==> src/rtl/caf_pkg.sv <==
package caf_pkg;

    typedef enum logic [0:0] {
        ST_IDLE  = 1'b0,
        ST_ARMED = 1'b1
    } caf_state_e;

    function automatic logic masked_equal(input logic [31:0] msk,
                                          input logic [31:0] a,
                                          input logic [31:0] b);
        return (msk & a) == (msk & b);
    endfunction

endpackage

==> src/rtl/caf_store.sv <==
module caf_store #(
    parameter int NUM_FLT = 4,
    parameter int ID_W    = 32,
    parameter int ADDR_W  = 4
) (
    input  logic                             clk,
    input  logic                             rst_n,
    input  logic                             busy,
    input  logic                             wr_en,
    input  logic [ADDR_W-1:0]                wr_addr,
    input  logic [ID_W-1:0]                  wr_data,
    output logic [NUM_FLT-1:0]               en_q,
    output logic [NUM_FLT-1:0][ID_W-1:0]     mask_q,
    output logic [NUM_FLT-1:0][ID_W-1:0]     ident_q
);

    localparam logic [ADDR_W-1:0] EN_ADDR = '0;

    always_ff @(posedge clk or negedge rst_n) begin
        if (!rst_n) begin
            en_q <= '0;
        end else if (wr_en && wr_addr == EN_ADDR) begin
            en_q <= wr_data[NUM_FLT-1:0];
        end
    end

    for (genvar k = 0; k < NUM_FLT; k++) begin : g_slot
        localparam logic [ADDR_W-1:0] MASK_ADDR  = ADDR_W'(2 * k + 1);
        localparam logic [ADDR_W-1:0] IDENT_ADDR = ADDR_W'(2 * k + 2);

        logic open_k;
        assign open_k = !en_q[k] && !busy;

        // Contents are deliberately not reset.
        always_ff @(posedge clk) begin
            if (wr_en && open_k && wr_addr == MASK_ADDR) begin
                mask_q[k] <= wr_data;
            end
            if (wr_en && open_k && wr_addr == IDENT_ADDR) begin
                ident_q[k] <= wr_data;
            end
        end

        assert_mask_locked_R6: assert property (@(posedge clk) disable iff (!rst_n)
            (wr_en && wr_addr == MASK_ADDR && (en_q[k] || busy)) |=> $stable(mask_q[k]));
        assert_ident_locked_R6: assert property (@(posedge clk) disable iff (!rst_n)
            (wr_en && wr_addr == IDENT_ADDR && (en_q[k] || busy)) |=> $stable(ident_q[k]));
    end

endmodule

==> src/rtl/caf_compare.sv <==
module caf_compare #(
    parameter int NUM_FLT = 4,
    parameter int ID_W    = 32
) (
    input  logic [NUM_FLT-1:0]               en_snap,
    input  logic [NUM_FLT-1:0][ID_W-1:0]     mask_q,
    input  logic [NUM_FLT-1:0][ID_W-1:0]     ident_q,
    input  logic [ID_W-1:0]                  rx_id,
    output logic [NUM_FLT-1:0]               hit_raw
);
    import caf_pkg::*;

    for (genvar k = 0; k < NUM_FLT; k++) begin : g_cmp
        logic [31:0] m_w, a_w, b_w;
        assign m_w = 32'(mask_q[k]);
        assign a_w = 32'(rx_id);
        assign b_w = 32'(ident_q[k]);
        assign hit_raw[k] = en_snap[k] && masked_equal(m_w, a_w, b_w);
    end

endmodule

==> src/rtl/caf_seq.sv <==
module caf_seq #(
    parameter int NUM_FLT = 4
) (
    input  logic               clk,
    input  logic               rst_n,
    input  logic               sof,
    input  logic               id_valid,
    input  logic [NUM_FLT-1:0] en_live,
    input  logic [NUM_FLT-1:0] hit_raw,
    output logic [NUM_FLT-1:0] en_snap,
    output logic               busy,
    output logic               accept,
    output logic               reject,
    output logic [NUM_FLT-1:0] hit_vec
);
    import caf_pkg::*;

    caf_state_e state_q, state_d;
    logic       decide, take, pass;

    assign decide = (state_q == ST_ARMED) && id_valid;
    assign take   = sof && !decide;
    assign pass   = (en_snap == '0) || (|hit_raw);
    assign busy   = (state_q == ST_ARMED);

    always_comb begin
        state_d = state_q;
        unique case (state_q)
            ST_IDLE:  if (sof)      state_d = ST_ARMED;  // start
            ST_ARMED: if (id_valid) state_d = ST_IDLE;   // decide; sof alone = restart
            default:                state_d = ST_IDLE;
        endcase
    end

    always_ff @(posedge clk or negedge rst_n) begin
        if (!rst_n) state_q <= ST_IDLE;
        else        state_q <= state_d;
    end

    always_ff @(posedge clk or negedge rst_n) begin
        if (!rst_n) begin
            en_snap <= '0;
            accept  <= 1'b0;
            reject  <= 1'b0;
            hit_vec <= '0;
        end else begin
            if (take) en_snap <= en_live;
            accept  <= decide && pass;
            reject  <= decide && !pass;
            hit_vec <= decide ? hit_raw : '0;
        end
    end

    assert_strobe_timing_R2: assert property (@(posedge clk) disable iff (!rst_n)
        (accept || reject) |-> ($past(id_valid) && $past(busy)));
    assert_strobe_excl_R2: assert property (@(posedge clk) disable iff (!rst_n)
        !(accept && reject));
    assert_hits_need_accept_R1: assert property (@(posedge clk) disable iff (!rst_n)
        (|hit_vec) |-> accept);
    assert_pass_all_R3: assert property (@(posedge clk) disable iff (!rst_n)
        reject |-> ($past(en_snap) != '0));
    assert_busy_start_R8: assert property (@(posedge clk) disable iff (!rst_n)
        $rose(busy) |-> $past(sof));
    assert_snap_frozen_R4: assert property (@(posedge clk) disable iff (!rst_n)
        (busy && $past(busy) && !$past(sof)) |-> $stable(en_snap));

endmodule

==> src/rtl/can_accept_filter.sv <==
module can_accept_filter #(
    parameter int NUM_FLT = 4,
    parameter int ID_W    = 32,
    parameter int ADDR_W  = $clog2(2 * NUM_FLT + 1)
) (
    input  logic               clk,
    input  logic               rst_n,
    input  logic               wr_en,
    input  logic [ADDR_W-1:0]  wr_addr,
    input  logic [ID_W-1:0]    wr_data,
    input  logic               sof,
    input  logic               id_valid,
    input  logic [ID_W-1:0]    rx_id,
    output logic               busy,
    output logic               accept,
    output logic               reject,
    output logic [NUM_FLT-1:0] hit_vec
);

    logic [NUM_FLT-1:0]           en_q, en_snap, hit_raw;
    logic [NUM_FLT-1:0][ID_W-1:0] mask_q, ident_q;

    caf_store #(.NUM_FLT(NUM_FLT), .ID_W(ID_W), .ADDR_W(ADDR_W)) u_store (
        .clk     (clk),
        .rst_n   (rst_n),
        .busy    (busy),
        .wr_en   (wr_en),
        .wr_addr (wr_addr),
        .wr_data (wr_data),
        .en_q    (en_q),
        .mask_q  (mask_q),
        .ident_q (ident_q)
    );

    caf_compare #(.NUM_FLT(NUM_FLT), .ID_W(ID_W)) u_compare (
        .en_snap (en_snap),
        .mask_q  (mask_q),
        .ident_q (ident_q),
        .rx_id   (rx_id),
        .hit_raw (hit_raw)
    );

    caf_seq #(.NUM_FLT(NUM_FLT)) u_seq (
        .clk      (clk),
        .rst_n    (rst_n),
        .sof      (sof),
        .id_valid (id_valid),
        .en_live  (en_q),
        .hit_raw  (hit_raw),
        .en_snap  (en_snap),
        .busy     (busy),
        .accept   (accept),
        .reject   (reject),
        .hit_vec  (hit_vec)
    );

endmodule

==> config.mk <==
export PLATFORM = sky130hd
export DESIGN_NAME = can_accept_filter
export DESIGN_NICKNAME = d
export VERILOG_FILES = /design/src/rtl/caf_pkg.sv /design/src/rtl/caf_store.sv /design/src/rtl/caf_compare.sv /design/src/rtl/caf_seq.sv /design/src/rtl/can_accept_filter.sv
export SDC_FILE = /design/constraint.sdc
export NUM_CORES = 1
export LEC_CHECK = 0
export BUFFER_PORTS_ARGS = -buffer_cell sky130_fd_sc_hd__buf_2
export CAP_MARGIN = 30
export CORE_MARGIN = 2
export CORE_UTILIZATION = 55
export CTS_CLUSTER_SIZE = 14
export DETAILED_ROUTE_END_ITERATION = 10
export GPL_ROUTABILITY_DRIVEN = 0
export HOLD_SLACK_MARGIN = 0.15
export PLACE_DENSITY = 0.76
export SYNTH_ARGS = -nofsm -noshare
export SYNTH_HDL_FRONTEND = slang
export SYNTH_SLANG_ARGS = --single-unit
==> constraint.sdc <==
create_clock -name clk -period 6.2 [get_ports clk]
set_input_delay 1.24 -clock clk [delete_from_list [all_inputs] [get_ports clk]]
set_output_delay 1.24 -clock clk [all_outputs]
set_load 0.02 [all_outputs]
==> After elaboration in Yosys (flattened, before gate mapping) <==
Index checks and enable logic that the tools add are counted.
{ "totals": {"inputBits": 73, "ff_bits": 271, "wordCells": 75, "out_inout_bits": 7} }
{ "op_classes": {"n_reduce_logical": 36, "n_eq_ne": 12, "muxes": 4, "bitwise_logic": 9} }
{ "op_table": {"columns": ["op", "count"], "rows": [
  ["AND 32 bit", 8],
  ["equality test 32 bit", 4],
  ["logical AND 1 bit", 25],
  ["equality test 4 x 3 -> 1 bit, second input constant", 4],
  ["equality test 4 x 2 -> 1 bit, second input constant", 2],
  ["zero test 4 bit", 2],
  ["zero test 1 bit", 7],
  ["equality test 4 x 1 -> 1 bit, second input constant", 1],
  ["equality test 4 bit, second input constant", 1],
  ["two-way mux 4 bit", 1],
  ["OR reduction 4 bit", 1],
  ["two-way mux 1 bit", 2],
  ["one-hot mux 1 bit (2 select lines)", 1],
  ["logical OR 1 bit", 1],
  ["inverter 1 bit", 1]
]} }

==> Longest topological paths before layout <==
Gate-level depths: netlist of the first run.
{ "depth": {"word_depth": 7, "depth_mapped": 6, "ltp_nobuf": 6} }

==> Cells and area by module <==
From an unflattened synthesis of the first run, not the netlist that was laid out.
{ "hier_totals": {"cells_unflattened": 520, "hier_area_um2": 10161.0} }
{ "modules_own_cells": {"columns": ["mod", "seq_area_each_um2", "n_inst", "area_each_um2", "cells_per_inst"], "rows": [
  ["caf_store", 7787.5, 1, 7951.4, 283],
  ["caf_compare", 0.0, 1, 1803.0, 211],
  ["caf_seq", 275.3, 1, 406.6, 26]
]} }

==> Least setup slack after synthesis of the first run <==
No wires, ideal clock.
{ "synth_timing": {"kind": "input port to flip-flop", "start": "input wr_en", "end": "register u_store.ident_q[32] in the netlist's numbering, enable pin", "setup_ns": 0.505, "required_time_ns": 5.695, "path_buffers": 0, "path_slack_ns": 0.814, "stages": 3, "t_arrival_ns": 4.882, "path_cell_list": "nand2b_1 -> or3b_2 -> nor4_1"} }
{ "synth_via": {"elab_chain_len": 2} }
{ "synth_rtl": {"columns": ["item", "line", "rtl"], "rows": [
  ["from (decl)", "can_accept_filter.sv:8", "input logic wr_en,"],
  ["logical AND 1 bit (2 in a row)", "caf_store.sv:39", "if (wr_en && open_k && wr_addr == IDENT_ADDR) begin"],
  ["to (signal, indexed assignment)", "caf_store.sv:40", "ident_q[k] <= wr_data;"],
  ["to (decl)", "caf_store.sv:14", "output logic [NUM_FLT-1:0][ID_W-1:0] ident_q"]
]} }
Every way passes these cells.
A chain may end at the register's enable or synchronous reset.

==> Final worst setup path of the first run <==
{ "layout_timing": {"start": "input wr_en", "end": "register u_store.ident_q[56] in the netlist's numbering, enable pin"} }
Same word-level chain as after synthesis.

==> metrics.md, run 1 <==
| Metric | Value |
|---|---|
| Maximum fanout encountered on the critical timing path | 32 |
| Logic gate share of total power | 4.9% |
| Critical R2R Launch | u_seq.busy |
| Number of enable-type register cells in the synthesized netlist | roughly 260 |
| Post-Synthesis Net Count | 598 |
| Predominant post-synthesis flop cell | sky130_fd_sc_hd__edfxtp_1 |
| First-pass DRT Iterations | 5 |
| Clock tree from TritonCTS | done |
| Largest voltage drop on the vdd net | between 200 and 250 uV |
| Layout cell share with drive strength beyond 1 | 21.43% |
| Final cell count without fillers | approximately 890 |
| Largest net degree at the start of global routing | 33 |
| Die Height | 139.6 um |
| Net Sw Frac | 20.68% |
| Clock Power Share | roughly two fifths |
| Run status | finished clean |
| # setup viols final | 0 |
| Fraction of synthesis flops using an asynchronous set or reset pin | between 5 and 6% |
| Element type at the critical path end | register |
| CTS root buffer | sky130_fd_sc_hd__clkbuf_16 |
| # Post-CTS Setup Buffers | 0 |
| Final period demand of the worst path | 2.508 ns |
| Utilization of the core after routing | between 60 and 70% |
| Boundary pin count | 80 |
| CTS sink cnt | between 200 and 300 |
| # nets final | between 700 and 800 |
| Crit Path Category | primary input to register |
| Fraction of synthesized cell area taken by the top area cell type | around three quarters |
| Internal power | just under 3 mW |
| Residual DRC count | 0 |
| Achievable clock frequency | 0.3988 GHz |
| Bufs on Longest Clock Path | 3 |
| Resized cells post-CTS | 0 |
| Startpoint kind of the worst setup timing path | primary input |
| Number of warnings printed during yosys synthesis | 0 |
| Area of the mapped netlist | about 0.010 mm^2 |
| Post-layout total power | between 3 and 4 mW |
| Slowest cell delay on critical path | 0.56 ns |
| Number of clock buffers inserted by TritonCTS | 26 |
| Seq/Total Area, Yosys | roughly 80% |
| Antenna violations before repair | 0 |
| Initial standard-cell utilization of the core | between 50% and 60% |
| Total instance count after detailed placement | 840 |
| Worst Skew | approximately 0.0058 ns |
| Clock-pin slew on the worst setup and hold paths | around 0.060 ns |
| Type of the most critical hold path | register to register |
| Global-route wire length before repair | roughly 31,000 um |
| Slew HR | 62.72% |
| Cell accounting for the most synthesized area | sky130_fd_sc_hd__edfxtp_1 |
| Unique cell type count in the Yosys netlist | 27 |
| Number of standard cells after synthesis | 525 |
| Final count of pins violating max slew | 0 |
| Overall fraction of global-route tracks in use | between 20% and 30% |
| CTS Hold Bufs | 0 |
| H-Tree Depth | 1 |
| Skew-Pair Late Insertion Delay | roughly 0.52 ns |
| Leakage power of the design | 4.083 nW |
| Core ar. | approximately 0.018 mm^2 |
| Worst R2R Setup Slack | 3.99 ns |
| Via count of the first global-routing pass | ~5,300 |
| Final hold violation count | 0 |
| Post-Route WL | ~21,000 um |
| Average via count per standard cell | 5.785 |
| Number of inserted diodes | 0 |
| Horizontal die dimension | about 140 um |
| R2r worst-path depth | 4 |
| P&R area growth vs syn | 15.55% |
| Total Die Area | between 0.015 and 0.02 mm^2 |
| # rows | 49 |
| Power per standard cell area | ~310 mW/mm^2 |
| Portion of total power attributed to sequential cells | a little under three fifths |
| Actual transition at the worst max-transition pin | 0.5592 ns |
| Most common cell in the synthesized netlist | sky130_fd_sc_hd__edfxtp_1 |
| Worst path slowest cell | sky130_fd_sc_hd__or3b_2 |
| Number of flip-flops and latches in the synthesized netlist | between 200 and 300 |
| Area contributors post-synth | sky130_fd_sc_hd__edfxtp_1 (76%), sky130_fd_sc_hd__xor2_1 (11%), sky130_fd_sc_hd__dfrtp_1 (3.7%) |
| Combined area of the multi-input logic cells | between 0.002 and 0.0025 mm^2 |
| Required time at the endpoint of the critical path | approximately 6.4 ns |
| Final global-route overflow total | 0 |
| Hold Path Stages | 1 |
| Detailed-route wire length per cell | around 24 um |
| Cell Chain, Critical Path | buf_2, nand2b_1, or3b_2, nor4_2, buf_4 |
| Routed via count | just over 5,000 |
| Sum of negative setup slack | 0 ns |
| Number of violations reported at the end of detailed-routing iteration 0 | 633 |
| Startpoint of the worst hold path | u_store.en_q[0] |
| End point of the most critical hold path | u_store.en_q[0] |
| Per-instance average area after synthesis | approximately 19 um^2 |
| Detailed placer's ending HPWL | roughly 14,000 um |
| Final period utilization | 40.45% |
| Switching power | 751.7 uW |
| Antenna Violating Nets Remaining | 0 |
| Maximum capacitance violations | 0 |
| Most frequent cells after synthesis | sky130_fd_sc_hd__edfxtp_1 (256), sky130_fd_sc_hd__xor2_1 (128), sky130_fd_sc_hd__a22oi_1 (39) |
| Filler cell count in the final layout | 1,229 |
| Count of buffers from port buffering | between 70 and 80 |
| Capturing point of the worst reg2reg path | u_store.ident_q[56] |
| Arrival time at the worst endpoint | around 2.7 ns |
| Unrepaired setup endpoints after global routing | no |
| Flip-flop and latch area | 0.008063 mm^2 |
[layout make-up]
class / count / share of cell area (%)
multi-input combinational: 253 / 17.92
tap: 229 / 2.452
timing repair buffer: 88 / 4.176
clock inverter: 15 / 0.5460
sequential: 271 / 68.99
inverter: 1 / 0.03212
clock buffer: 30 / 5.878
[how the worst max path moves through the flow]
stage / startpoint / endpoint / slack [ns]
after floorplan: wr_en / u_store.ident_q[32] / 0.81
after global placement: wr_en / u_store.ident_q[6] / 2.88
after detailed placement: wr_en / u_store.ident_q[22] / 2.81
after CTS: wr_en / u_store.ident_q[27] / 3.34
after global routing: wr_en / u_store.ident_q[37] / 3.62
final: wr_en / u_store.ident_q[56] / 3.69
[critical path, delay by kind of cell]
| kind | cells | cell delay (ns) |
|---|---|---|
| buf+inv | 2 | 0.59 |
| simple gates | 3 | 0.81 |
[stage by stage]
stage	cell area, um^2	hold WS [ns]	worst slack [ns]
6_report	11690	0.5448	3.692
5_1_grt	11690	0.5671	3.615
4_1_cts	11650	0.5486	3.342
3_5_place_dp	10900	0.5361	2.810
3_3_place_gp	10900	0.5195	2.881
2_1_floorplan	10110	0.4885	0.8136
[placed cells by master, fill, tap and decap left out, types with 9 or more instances in the layout]
master                      Yosys  routed
sky130_fd_sc_hd__edfxtp_1     256     256
sky130_fd_sc_hd__xor2_1       128     128
sky130_fd_sc_hd__buf_2          0      79
sky130_fd_sc_hd__a22oi_1       39      39
sky130_fd_sc_hd__clkbuf_16      0      27
sky130_fd_sc_hd__dfrtp_1       15      15
sky130_fd_sc_hd__nand2_1       11      11
sky130_fd_sc_hd__nand4_1       11      11
sky130_fd_sc_hd__clkinv_1       0      11
sky130_fd_sc_hd__a22o_1         9       9
[state kept, by name, indices dropped and copies added, names as in the netlist]
signal           count
u_seq.hit_vec        4
u_store.ident_q    128
u_seq.busy           1
u_seq.accept         1
u_seq.en_snap        4
u_store.mask_q     128
u_seq.reject         1
u_store.en_q         4
[kinds of logic after synthesis]
kind of cell	Yosys count	share of synthesized area [%]
flops	271	79.72
xor+xnor	128	11.09
compound gates	64	5.345
simple gates	52	2.821
mux	9	0.9898
buf+inv	1	0.03708
[layer usage]
layer,track usage [%],vias to the layer above,share of wire [%]
li1,-,2289,-
met1,29.96,2593,41
met2,35.50,215,49
met3,4.370,34,7.8
met4,5.737,0,2.5
met5,0,-,0
[power groups by stage]
stage | clock, mW | combinational (mW) | sequential [mW]
final | 1.40 | 0.177 | 2.06
after detailed placement | 0 | 0.175 | 2.09
after floorplan | 0 | 0.0725 | 2.09
after global placement | 0 | 0.169 | 2.09
after CTS | 1.42 | 0.177 | 2.05
after global routing | 1.49 | 0.192 | 2.06
No activity file was read; power rests on OpenSTA's default activity.
==> run 2, diff against run 1 <==
Settings changed: CORE_UTILIZATION 55 to 53, PLACE_DENSITY 0.76 to 0.77.
Clock period 6.2 ns to 2.1 ns, I/O delays scaled along.
==> metrics.md, run 2 (synthesis results as in run 1) <==
| Metric | Value |
|---|---|
| Final period utilization | 101.5% |
| Largest voltage drop on the vdd net | 755.7 uV (+270%) |
| Die Height | 142.1 um (+1.8%) |
| Largest net degree at the start of global routing | 33 (unchanged) |
| Clock-pin slew on the worst setup and hold paths | 0.06 ns (about the same) |
| # rows | 50 (+2.0%) |
| Average via count per standard cell | 5.872 (+1.5%) |
| Flip-flop and latch area | 0.008064 mm^2 (about the same) |
| Skew-Pair Late Insertion Delay | 0.53 ns (about the same) |
| Element type at the critical path end | register |
| Filler cell count in the final layout | 1,246 (+1.4%) |
| Final period demand of the worst path | between 2 and 2.5 ns |
| Via count of the first global-routing pass | 5,388 (+2.6%) |
| Maximum capacitance violations | 0 (unchanged) |
| Horizontal die dimension | 142.1 um (+1.8%) |
| Worst path slowest cell | sky130_fd_sc_hd__a222oi_1 |
| Cell Chain, Critical Path | xor2_1, a222oi_1, and3_1, a22oi_1, a31oi_1 |
| Critical R2R Launch | u_store.ident_q[53] |
| Initial standard-cell utilization of the core | 54.07% (-2.0 points) |
| Post-Route WL | 22,000 um (+4.4%) |
| Actual transition at the worst max-transition pin | 0.8664 ns (+0.3072 ns) |
| Worst Skew | 0.02077 ns (+0.01501 ns) |
| Power per standard cell area | 931.0 mW/mm^2 (+200%) |
| Antenna violations before repair | 1 (+1) |
| Delay-heaviest family, CP | compound AO/OA/AOI/OAI gates |
| H-Tree Depth | 1 (unchanged) |
| Slew HR | 42.24% (-20 points) |
| CTS root buffer | sky130_fd_sc_hd__clkbuf_16 |
| Antenna Violating Nets Remaining | 0 (unchanged) |
| # nets final | 724 (+1.4%) |
| Final hold violation count | 0 (unchanged) |
| Core ar. | 0.01871 mm^2 (+3.8%) |
| Slowest cell delay on critical path | 0.79 ns (+0.23 ns) |
| End point of the most critical hold path | u_seq.busy |
| Final cell count without fillers | 906 (+2.1%) |
| Count of buffers from port buffering | 79 (unchanged) |
| Leakage power of the design | 4.219 nW (+3.3%) |
| CTS sink cnt | 271 (unchanged) |
| Total Die Area | 0.02020 mm^2 (+3.7%) |
| Startpoint kind of the worst setup timing path | register |
| Violations in the final reports | negative setup slack |
| Bufs on Longest Clock Path | 3 (unchanged) |
| Utilization of the core after routing | 64.23% (-0.60 points) |
| Fin worst setup slack | -0.03224 ns (-3.725 ns) |
| Top Registers | u_store.ident_q x128, u_store.mask_q x128 |
| Global-route wire length before repair | 32,420 um (+4.2%) |
| Required time at the endpoint of the critical path | 2.53 ns (-3.82 ns) |
| Capturing point of the worst reg2reg path | u_seq.accept |
| Top library cells by usage in the layout, fill and taps aside | sky130_fd_sc_hd__edfxtp_1 (256), sky130_fd_sc_hd__xor2_1 (128), sky130_fd_sc_hd__buf_2 (79), sky130_fd_sc_hd__a22oi_1 (39), sky130_fd_sc_hd__clkbuf_16 (29) |
| Boundary pin count | 80 (unchanged) |
| Final count of pins violating max slew | 0 (unchanged) |
| Number of violations reported at the end of detailed-routing iteration 0 | 513 (-19%) |
| Clock tree from TritonCTS | done |
| Unrepaired setup endpoints after global routing | no |
| Final global-route overflow total | 0 (unchanged) |
| Total instance count after detailed placement | 853 (+1.5%) |
| Number of clock buffers inserted by TritonCTS | 28 (+7.7%) |
| Crit Path Category | register to register |
| Detailed-route wire length per cell | 24.28 um (+2.2%) |
| Final hold slack | 0.1542 ns (-0.3906 ns) |
| Residual DRC count | 0 (unchanged) |
| P&R area growth vs syn | 18.81% |
| Run status | finished, violations left |
| # setup viols final | 2 (+2) |
| First-pass DRT Iterations | 5 (unchanged) |
| Combined area of the multi-input logic cells | 0.002150 mm^2 (+2.6%) |
| Overall fraction of global-route tracks in use | 22.00% (+0.44 points) |
| Buffer and inverter count on the worst path | 0 (-2) |
| R2r worst-path depth | 5 (+1) |
| Routed via count | 5,320 (+3.7%) |
| Most frequent standard cell in the layout excluding fill and tap cells | sky130_fd_sc_hd__edfxtp_1 |
| Hold Path Stages | 3 (+2) |
| Layout cell share with drive strength beyond 1 | 23.10% (+1.7 points) |
| Setup Slack @ Placement | -0.04612 ns (-2.856 ns) |
| Arrival time at the worst endpoint | 2.56 ns (-0.10 ns) |
| Type of the most critical hold path | primary input to register |
| Startpoint of the worst hold path | sof |
| Detailed placer's ending HPWL | 14,390 um (+3.8%) |
| Achievable clock frequency | around 0.47 GHz |
| Maximum fanout encountered on the critical timing path | 2 (-94%) |
| Worst R2R Setup Slack | -0.03 ns (-4.02 ns) |
-- run 2: changes by cell type in the layout (fill, tap and decap cells not counted), moves of 2 or more --
cell	before	now
sky130_fd_sc_hd__buf_12	2	10
sky130_fd_sc_hd__clkbuf_16	27	29
sky130_fd_sc_hd__nor3_2	4	0
sky130_fd_sc_hd__clkbuf_1	3	6
sky130_fd_sc_hd__nor4_4	0	2
sky130_fd_sc_hd__clkinv_1	11	7
sky130_fd_sc_hd__nor3_4	0	4
sky130_fd_sc_hd__nor4_2	2	0
sky130_fd_sc_hd__dlygate4sd3_1	0	2
sky130_fd_sc_hd__buf_4	7	5
-- run 2: area by class of cell --
type / instances / share of cell area (%)
Clock buffer: 35 / 6.227
Multi-Input combinational cell: 253 / 17.89
Clock inverter: 15 / 0.8435
Inverter: 1 / 0.03124
Timing Repair Buffer: 96 / 5.436
Tap cell: 234 / 2.437
Sequential cell: 271 / 67.11
Antenna cell: 1 / 0.02083
-- run 2: where the power goes --
group | switching (mW) | leakage (nW) | internal (mW) | total [mW]
logic | 0.339 | 1.31 | 0.212 | 0.552
clock network | 1.92 | 0.414 | 2.63 | 4.55
registers | 0.0795 | 2.50 | 6.00 | 6.08
-- run 2: metrics by stage --
stage	instance area, um^2	total power, mW	setup TNS (ns)
after floorplan	10220	6.400	-42.82
final	12020	11.19	-0.03839
after global routing	12010	11.47	0
after CTS	12010	11.20	0
after detailed placement	11140	6.729	-0.08017
after global placement	11140	6.712	-0.1085
-- run 2: worst max-delay path by stage --
stage / to / startpoint / slack (ns) / depth (start not counted)
6_report: u_seq.accept / u_store.ident_q[53] / -0.03 / 5
5_1_grt: u_seq.accept / u_store.ident_q[53] / 0.05 / 5
4_1_cts: u_store.ident_q[27] / u_seq.busy / 0.13 / 5
3_5_place_dp: u_seq.accept / rx_id[28] / -0.05 / 8
3_3_place_gp: u_seq.accept / rx_id[26] / -0.09 / 7
2_1_floorplan: u_store.ident_q[32] / u_seq.busy / -0.57 / 3
-- run 2: what timing repair did --
item	4_1_cts	5_1_grt
setup buffers	0	0
hold buffers	2	0
gates resized for setup	0	0
hold endpoints to repair	16	0
-- run 2: routing by layer --
layer  vias up  GRT usage, %  part of all wire (%)
li1       2329             -                     -
met5         -             0                     0
met3        50         4.341                   9.3
met2       283         35.75                    48
met1      2658         30.27                    40
met4         0         7.316                   2.7
-- run 2: worst min-delay path, delay by kind of cell --
family / cells / cell delay [ns]
buffers and inverters: 2 / 0.16
multiplexers: 1 / 0.07
==> run 3, diff against run 2 <==
Settings changed: CORE_UTILIZATION 53 to 55, PLACE_DENSITY 0.77 to 0.76, SYNTH_HIERARCHICAL set to 1.
Clock period 2.1 ns to 2 ns, I/O delays scaled along.
==> metrics.md, run 3 <==
| Metric | Value |
|---|---|
| Run status | finished, violations left |
| Violations in the final reports | negative setup slack |
| Largest voltage drop on the vdd net | 741.7 uV (-1.9%) |
| Boundary pin count | 80 (unchanged) |
| Fraction of synthesized cell area taken by the top area cell type | 75.66% (-0.36 points) |
| Element type at the critical path end | register |
| Slew HR | 60.91% (+19 points) |
| Adder-cell share of the synthesized area | 0% (unchanged) |
| # rows | 49 (-2.0%) |
| Number of clock buffers inserted by TritonCTS | 26 (-7.1%) |
| Arrival time at the worst endpoint | 2.51 ns (-0.05 ns) |
| Count of buffers from port buffering | 79 (unchanged) |
| Initial standard-cell utilization of the core | 56.37% (+2.3 points) |
| Parity-gate share of the synthesized area counting xor and xnor cells | 11.03% (-0.052 points) |
| Core ar. | 0.01802 mm^2 (-3.6%) |
| Post-Route WL | 21,120 um (-4.0%) |
| Average via count per standard cell | 5.702 (-2.9%) |
| Top Registers | u_store/ident_q x128, u_store/mask_q x128 |
| Detailed placer's ending HPWL | 13,800 um (-4.1%) |
| Number of flip-flops and latches in the synthesized netlist | 271 (unchanged) |
| Final hold slack | 0.1616 ns (+0.007423 ns) |
| Via count of the first global-routing pass | 5,362 (-0.48%) |
| Routed via count | 5,177 (-2.7%) |
| Most common cell in the synthesized netlist | sky130_fd_sc_hd__edfxtp_1 |
| Top library cells by usage in the layout, fill and taps aside | sky130_fd_sc_hd__edfxtp_1 (256), sky130_fd_sc_hd__xor2_1 (128), sky130_fd_sc_hd__buf_2 (79), sky130_fd_sc_hd__a22oi_1 (28), sky130_fd_sc_hd__clkbuf_16 (27) |
| Maximum fanout encountered on the critical timing path | 2 (unchanged) |
| Amount of wire on met2 after detailed routing | 10,540 um (-0.26%) |
| Type of the most critical hold path | primary input to register |
| Fin worst setup slack | -0.05442 ns (-0.02218 ns) |
| Antenna Violating Nets Remaining | 0 (unchanged) |
| Most frequent standard cell in the layout excluding fill and tap cells | sky130_fd_sc_hd__edfxtp_1 |
| Fraction of synthesis flops using an asynchronous set or reset pin | 5.535% (unchanged) |
| Die Height | 139.9 um (-1.6%) |
| Horizontal die dimension | 139.9 um (-1.6%) |
| Largest family of logic cells by synthesized area | XOR/XNOR gates |
| Final period demand of the worst path | 2.054 ns (-0.07782 ns) |
| Number of enable-type register cells in the synthesized netlist | 256 (unchanged) |
| Global-route wire length before repair | 32,030 um (-1.2%) |
| Unrepaired setup endpoints after global routing | yes |
| Antenna violations before repair | 0 (-1) |
| Leakage power of the design | 4.293 nW (+1.8%) |
| Uppermost layer routed | met4 |
| Final hold violation count | 0 (unchanged) |
| Post-synthesis simple-gate area fraction | 3.202% (+0.38 points) |
| Number of violations reported at the end of detailed-routing iteration 0 | 489 (-4.7%) |
| Final period utilization | 102.7% (+1.2 points) |
| Predominant post-synthesis flop cell | sky130_fd_sc_hd__edfxtp_1 |
| Number of inserted diodes | 0 (-1) |
| Total Die Area | 0.01958 mm^2 (-3.1%) |
| H-Tree Depth | 1 (unchanged) |
| Layout cell share with drive strength beyond 1 | 26.22% (+3.1 points) |
| Bufs on Longest Clock Path | 3 (unchanged) |
| Area of the mapped netlist | 0.01016 mm^2 (+0.47%) |
| Unique cell type count in the Yosys netlist | 32 (+19%) |
| Clock tree from TritonCTS | done |
| Post-Layout Inst Area | 0.01214 mm^2 (+1.0%) |
| # nets final | 733 (+1.2%) |
| Residual DRC count | 0 (unchanged) |
| Slowest cell delay on critical path | 0.37 ns (-0.42 ns) |
| Area contributors post-synth | sky130_fd_sc_hd__edfxtp_1 (76%), sky130_fd_sc_hd__xor2_1 (11%), sky130_fd_sc_hd__dfrtp_1 (3.7%) |
| Post-Synthesis Net Count | 593 (-0.84%) |
| Final global-route overflow total | 0 (unchanged) |
| P&R area growth vs syn | 19.43% |
| Maximum capacitance violations | 0 (unchanged) |
| Number of warnings printed during yosys synthesis | 6 (+6) |
| Required time at the endpoint of the critical path | 2.45 ns (-0.08 ns) |
| Final count of pins violating max slew | 0 (unchanged) |
| Cell accounting for the most synthesized area | sky130_fd_sc_hd__edfxtp_1 |
| Achievable clock frequency | 0.4868 GHz (+3.8%) |
| CTS root buffer | sky130_fd_sc_hd__clkbuf_16 |
| CTS sink cnt | 271 (unchanged) |
| Clock-pin slew on the worst setup and hold paths | 0.06 ns (about the same) |
| Metal3 WL | 1505 um (-26%) |
| # Post-CTS Setup Buffers | 0 (unchanged) |
| Number of standard cells after synthesis | 520 (-0.95%) |
| Cell Chain, Critical Path | xor2_1, a22o_1, a221oi_2, nand4_1, nor4_2, or4_4, o21ba_1 |
| Per-instance average area after synthesis | 19.54 um^2 (+1.4%) |
| Crit Path Category | register to register |
| Overall fraction of global-route tracks in use | 21.91% (-0.087 points) |
| Detailed-route wire length on metal 1 | 8643 um (-1.8%) |
| Most frequent cells after synthesis | sky130_fd_sc_hd__edfxtp_1 (256), sky130_fd_sc_hd__xor2_1 (128), sky130_fd_sc_hd__a22oi_1 (28) |
| Seq/Total Area, Yosys | 79.35% (-0.37 points) |
| First-pass DRT Iterations | 4 (-1) |
| Compound-cell area share of the yosys netlist | 5.529% (+0.18 points) |
| Sum of negative setup slack | -0.08383 ns (-0.04545 ns) |
| Detailed-route wire length per cell | 23.26 um (-4.2%) |
| Instance area after placement | 0.01124 mm^2 (+0.91%) |
| Fraction of synthesized area in multiplexers | 0.8866% (-0.10 points) |
| Worst path slowest cell | sky130_fd_sc_hd__edfxtp_1 |
| # setup viols final | 2 (unchanged) |
| Worst Skew | 0.01151 ns (-0.009260 ns) |
| Actual transition at the worst max-transition pin | 0.5864 ns (-0.2801 ns) |
| Power per standard cell area | 966.3 mW/mm^2 (+3.8%) |
| Startpoint kind of the worst setup timing path | register |
| Largest net degree at the start of global routing | 33 (unchanged) |
| Skew-Pair Late Insertion Delay | 0.52 ns (about the same) |
run 3: cell count changes after synthesis, moves of 3 or more:
| cell | previous run | this run |
|---|---|---|
| sky130_fd_sc_hd__a22o_1 | 9 | 14 |
| sky130_fd_sc_hd__nand3_1 | 0 | 6 |
| sky130_fd_sc_hd__nor2_1 | 6 | 3 |
| sky130_fd_sc_hd__nor3_1 | 8 | 4 |
| sky130_fd_sc_hd__nand2_1 | 11 | 7 |
| sky130_fd_sc_hd__mux2_2 | 8 | 4 |
| sky130_fd_sc_hd__a221oi_2 | 3 | 6 |
| sky130_fd_sc_hd__mux2_1 | 0 | 4 |
| sky130_fd_sc_hd__a22oi_1 | 39 | 28 |
| sky130_fd_sc_hd__nor4_2 | 0 | 3 |
run 3: path summary, 6_finish.rpt:
kind                                 startpoint              endpoint  slack, ns  depth (start not counted)
setup / recovery           u_store/ident_q[117]          u_seq/accept      -0.05                          7
hold / removal                      wr_data[23]  u_store/ident_q[119]       0.16                          1
setup reg to reg           u_store/ident_q[117]          u_seq/accept      -0.05                          7
hold reg to reg                 u_store/en_q[0]      u_seq/en_snap[0]       0.57                          1
max in group asynchronous                 rst_n            u_seq/busy       1.39                          2
min in group asynchronous                 rst_n            u_seq/busy       0.33                          2
run 3: worst max-delay path, delay by kind of cell, from the launching register on:
| family | cells | cell delay [ns] |
|---|---|---|
| and+or+nand+nor | 3 | 0.74 |
| AOI/OAI and AO/OA | 3 | 0.72 |
| DFF | 1 | 0.37 |
| xor gates and xnor gates | 1 | 0.15 |
run 3: metrics by stage:
stage               power [mW]  std cells  worst slack (ns)  util [%]
global placement         7.083        858           -0.2141     62.38
floorplan                6.739        520           -0.5456         -
global route             12.09        908          -0.06770     67.33
CTS                      11.80        908           0.02299     67.26
finish                   11.73        908          -0.05442     67.33
detailed placement       7.108        858           -0.2503     62.38
run 3: where the power goes:
group	leakage [nW]	internal (mW)	total [mW]	switching, mW
clock network	0.405	2.80	4.72	1.93
registers	2.50	6.30	6.38	0.0806
logic	1.39	0.247	0.618	0.371
run 3: cell families (layout without fill, tap and decap cells):
logic type                count (synthesis)  after routing
DFF                                     271            271
xor gates and xnor gates                128            128
AOI/OAI and AO/OA                        63             63
and+or+nand+nor                          50             50
muxes                                     8              8
buffers and inverters                     0            159
run 3: metal layers:
metal  track usage, %  up-vias
met5                0        -
li1                 -     2331
met1            30.00     2635
met2            35.92      180
met4            6.526        0
met3            4.821       31
run 3: timing repair:
action,4_1_cts,5_1_grt
hold buffers,3,0
resized for setup,3,2
pin swaps,0,1
hold endpoints to repair,24,0
setup endpoints to repair,3,3
run 3: layout make-up:
class	count	area, um^2
clock buffer	37	733.2
clock inverter	10	97.59
fill	1175	5889
multi-input combinational	249	2203
sequential	271	8064
tap	229	286.5
timing repair buffer	112	750.7
